**src/rtl/irq_dispatch.sv**
```systemverilog
module irq_dispatch #(
  parameter int          NSRC      = 5,
  parameter int          AW        = 16,
  parameter int          DW        = 8,
  parameter logic [15:0] IE_ADDR   = 16'hFFFF,
  parameter logic [15:0] IF_ADDR   = 16'hFF0F,
  parameter logic [15:0] VEC_BASE  = 16'h0040,
  parameter int          VEC_SHIFT = 3
) (
  input  logic          clk,
  input  logic          rst_n,
  input  logic [AW-1:0] bus_addr,
  input  logic          bus_wr,
  input  logic [DW-1:0] bus_wdata,
  output logic [DW-1:0] bus_rdata,
  input  logic [NSRC-1:0] irq_req,
  input  logic          di_strobe,
  input  logic          ei_strobe,
  input  logic          reti_strobe,
  input  logic          boundary,
  input  logic [AW-1:0] pc,
  input  logic [AW-1:0] sp,
  output logic          dispatch,
  output logic [AW-1:0] vector,
  output logic [AW-1:0] push_hi_addr,
  output logic [DW-1:0] push_hi_data,
  output logic [AW-1:0] push_lo_addr,
  output logic [DW-1:0] push_lo_data
);
  localparam int IW = (NSRC > 1) ? $clog2(NSRC) : 1;
  localparam logic [1:0] ME_OFF = 2'd0, ME_ARM = 2'd1, ME_ON = 2'd2;

  logic [NSRC-1:0] ie_q, if_q, pend, grant, if_base;
  logic [IW-1:0]   win;
  logic [1:0]      me_q, me_d;
  logic            fire, wr_ie, wr_if;

  assign pend  = ie_q & if_q;
  assign fire  = boundary & (me_q == ME_ON) & (|pend) & ~di_strobe;
  assign grant = fire ? (NSRC'(1) << win) : '0;
  assign wr_ie = bus_wr & (bus_addr == IE_ADDR);
  assign wr_if = bus_wr & (bus_addr == IF_ADDR);
  assign if_base = wr_if ? bus_wdata[NSRC-1:0] : if_q;

  always_comb begin
    win = '0;
    for (int i = NSRC - 1; i >= 0; i--)
      if (pend[i]) win = IW'(i);
  end

  always_comb begin
    bus_rdata = '1;
    if (bus_addr == IE_ADDR)      bus_rdata[NSRC-1:0] = ie_q;
    else if (bus_addr == IF_ADDR) bus_rdata[NSRC-1:0] = if_q;
  end

  always_comb begin
    me_d = me_q;
    if (di_strobe)                         me_d = ME_OFF;
    else if (fire)                         me_d = ME_OFF;
    else if (reti_strobe)                  me_d = ME_ON;
    else if (ei_strobe)                    me_d = (me_q == ME_ON) ? ME_ON : ME_ARM;
    else if (boundary && me_q == ME_ARM)   me_d = ME_ON;
  end

  always_ff @(posedge clk) begin
    if (!rst_n) begin
      ie_q         <= '0;
      if_q         <= '0;
      me_q         <= ME_OFF;
      dispatch     <= 1'b0;
      vector       <= '0;
      push_hi_addr <= '0;
      push_hi_data <= '0;
      push_lo_addr <= '0;
      push_lo_data <= '0;
    end else begin
      if (wr_ie) ie_q <= bus_wdata[NSRC-1:0];
      if_q     <= (if_base & ~grant) | irq_req;
      me_q     <= me_d;
      dispatch <= fire;
      if (fire) begin
        vector       <= VEC_BASE + (AW'(win) << VEC_SHIFT);
        push_hi_addr <= sp - AW'(1);
        push_hi_data <= pc[2*DW-1:DW];
        push_lo_addr <= sp - AW'(2);
        push_lo_data <= pc[DW-1:0];
      end
    end
  end
endmodule

```
**config.mk**
```make
export PLATFORM = sky130hd
export DESIGN_NAME = irq_dispatch
export DESIGN_NICKNAME = d
export VERILOG_FILES = /design/src/rtl/irq_dispatch.sv
export SDC_FILE = /design/constraint.sdc
export NUM_CORES = 1
export LEC_CHECK = 0
export CORE_MARGIN = 5
export CORE_UTILIZATION = 40
export DETAILED_ROUTE_END_ITERATION = 7
export DONT_BUFFER_PORTS = 1
export GPL_TIMING_DRIVEN = 1
export PLACE_DENSITY_LB_ADDON = 0.05
export SLEW_MARGIN = 10
export SYNTH_ARGS = -nofsm -noshare
export SYNTH_HDL_FRONTEND = slang
export SYNTH_SLANG_ARGS = --single-unit
```
**constraint.sdc**
```tcl
create_clock -name clk -period 3.99 [get_ports clk]
set_input_delay 0.798 -clock clk [delete_from_list [all_inputs] [get_ports clk]]
set_output_delay 0.798 -clock clk [all_outputs]
set_load 0.03 [all_outputs]
```
==> results.json <==
{
  "outcome": "finished clean",
  "drcViolationCount": 0,
  "p_leak_nw": 1.08,
  "ff2ff_path_depth": 5,
  "yosysTopAreaCell": "dfxtp_1",
  "area_growth_pct": 7.09,
  "coreArea_um2": 7730,
  "min_period_over_period": 0.752,
  "relSlewSlack": 0.452,
  "dieArea_um2": 9820,
  "setup_viol": 0,
  "io_buffers": 0,
  "die_width_um": 99.1,
  "crit_path_end_kind": "output port",
  "synth-compound-area-share": 0.213,
  "clkLatencyLatePin_ns": 0.34,
  "dpl.hpwl_um": 5880,
  "synth_fa_ha_area_frac": 0.0118,
  "grt_max_degree": 63,
  "mappedNetlistArea_um2": 3180,
  "totalWireLength_um": 8270,
  "grt_use_total": 0.164,
  "tightestPinTransition_ns": 0.822,
  "grt_setup_unrepaired": "false",
  "fin_nets": 443,
  "grt_pass1_wl_um": 12800,
  "antenna_found_initial": 0,
  "synth_xor_area_frac": 0.0524,
  "post_cts_buffers": 0,
  "dp_worst_setup_slack_ns": 0.998,
  "yosysTopAreaCellShare": 0.410,
  "drt_iter0_drc": 54,
  "synth_area_leaders": "dfxtp_1 (41%), nand2_1 (7.4%), a21oi_1 (6.5%)",
  "hold_class": "reg2reg",
  "diodes": 0,
  "critPathBufInv": 0,
  "avgRoutedWirePerCell_um": 17.3,
  "yosysUniqueCellTypes": 50,
  "timing.fmax_ghz": 0.333,
  "synth.area.mux_share": 0.0158,
  "synth_simple_gate_area_frac": 0.219,
  "synth_top_family_by_area": "simple AND/OR/NAND/NOR gates",
  "slowest_delay_ns": 0.72,
  "synth-seq-cells": 65,
  "drive_gt1_frac": 0.0769,
  "synth_async_sr_flop_share": 0,
  "drt-vias-per-instance": 5.37,
  "ctsHtreeMaxLevel": 3,
  "vias": 2573,
  "cts_resized": 0,
  "fin_skew_ns": 0.0117,
  "ys.flop_type": "dfxtp_1",
  "cts_tree": "done",
  "netlist_instances": 383,
  "hold_violations": 0,
  "path_cells": "nor4_1, or4b_2, o22a_1",
  "cp_top_family": "simple AND/OR/NAND/NOR gates",
  "synth_warnings": 0,
  "clockRootBuffer": "clkbuf_8",
  "rows": 32,
  "cp.arrival_ns": 2.20,
  "path_clk_slew_ns": 0.08,
  "die_h_um": 99.1,
  "path_class": "in2out",
  "slowest_stage": "or4b_2",
  "cts_max_path_buffers": 2,
  "overflow": 0,
  "grt_pass1_vias": 2438,
  "holdWs_ns": 0.490,
  "utilization": 0.440,
  "ant_nets": 0,
  "syn_avg_cell_area_um2": 8.29,
  "finalPower_mw": 1.35,
  "initial_core_util": 0.411,
  "worst_slack_ns": 0.990,
  "drt-pass1-iter-count": 4,
  "ios": 141,
  "cp_max_fo": 5,
  "worst_ep_required_time_ns": 3.19,
  "cap_violations": 0,
  "p_per_area_nw_per_um2": 398,
  "cp.depth": 3,
  "tns_ns": 0,
  "final_max_slew_viol_count": 0,
  "hold_buffers": 0,
  "cts_buffers": 9,
  "clock-sinks": 65,
  "synth-edff-count": 0,
  "gp_congestion": 0.791,
  "worstHoldPathCells": 2,
  "yosysSeqAreaShare": 0.410,
  "ir_worst_vdd_mv": 0.160,
  "worst_setup_path_start_kind": "input port",
  "fin_crit_ns": 3.00
}
==> worst paths after layout <==
kind | end | slack, ns | from
setup / recovery | bus_rdata[4] | 0.99 | bus_addr[5]
hold / removal | ie_q[3] | 0.49 | ie_q[3]
setup reg to reg | me_q[0] | 1.79 | ie_q[1]
hold reg to reg | ie_q[3] | 0.49 | ie_q[3]
==> power breakdown <==
group | switching, mW | internal, mW | leakage (nW) | total, mW
Clock | 0.266 | 0.354 | 0.107 | 0.620
Sequential | 0.00664 | 0.654 | 0.525 | 0.660
Combinational | 0.0497 | 0.0241 | 0.448 | 0.0738
==> area by class of cell <==
cell class / instances / area [um^2]
fillers: 810 / 4330
multi-input cells: 286 / 1690
flip-flops and latches: 65 / 1300
clock buffers: 10 / 128
well taps: 102 / 128
clock inverters: 6 / 90.1
repair buffers: 3 / 35.0
inverters: 7 / 26.3
==> layer usage <==
layer	track usage	vias to the layer above	wire length (um)
li1	-	1316	-
met1	0.196	1155	3380
met2	0.264	96	3910
met3	0.0743	6	906
met4	0.0536	0	72
met5	0	-	0
==> Yosys cell counts, types with 7 or more instances <==
cell type / n
dfxtp_1: 65
nand4_1: 10
xor2_1: 15
clkbuf_1: 13
buf_2: 7
nand2_1: 63
nand3_1: 11
nor2_1: 24
a21oi_1: 41
buf_4: 17
a211oi_1: 9
inv_1: 7
o21ai_0: 19
==> cell families (layout without fill, tap and decap cells) <==
kind of cell | Yosys count | after routing
adder cells (fa/ha/maj) | 3 | 3
buffers and inverters | 45 | 26
AO/OA/AOI/OAI | 104 | 104
XOR/XNOR | 19 | 19
flip-flops | 65 | 65
other | 2 | 15
multiplexers | 5 | 5
AND/OR/NAND/NOR | 140 | 140
==> layout by cell type (no fill, tap or decap), types with 3 or more instances in the layout <==
cell type,count
a31oi_1,5
nor3_1,5
o21ai_0,19
dfxtp_1,65
nand3_1,11
a211oi_1,9
or3_1,3
nand2_1,63
inv_1,7
a211oi_2,5
and2_1,5
mux2i_1,5
ha_1,3
nor2_1,24
xnor2_1,4
conb_1,15
clkbuf_8,9
a21oi_1,40
o211ai_1,3
xor2_1,15
a221o_1,3
o22a_1,5
nand4_1,10
==> flip-flops by register name, summed over array words and instances, names as in the netlist <==
name          cells
push_lo_data      8
dispatch          1
push_hi_addr     16
push_lo_addr     16
push_hi_data      8
me_q              2
vector            4
ie_q              5
if_q              5
==> metrics by stage <==
| stage | cell area, um^2 | std cells |
|---|---|---|
| floorplan | 3220 | 396 |
| global placement | 3180 | 463 |
| detailed placement | 3180 | 463 |
| CTS | 3400 | 479 |
| global route | 3400 | 479 |
| finish | 3400 | 479 |
==> worst reg2reg max path, stage by stage, from the launching register on <==
cell,delay (ns)
dfxtp_1,0.39
a222oi_1,0.65
a21oi_4,0.28
buf_12,0.27
or3_1,0.38
nor3_2,0.15
Note: power is estimated with default switching activity, not from simulation.
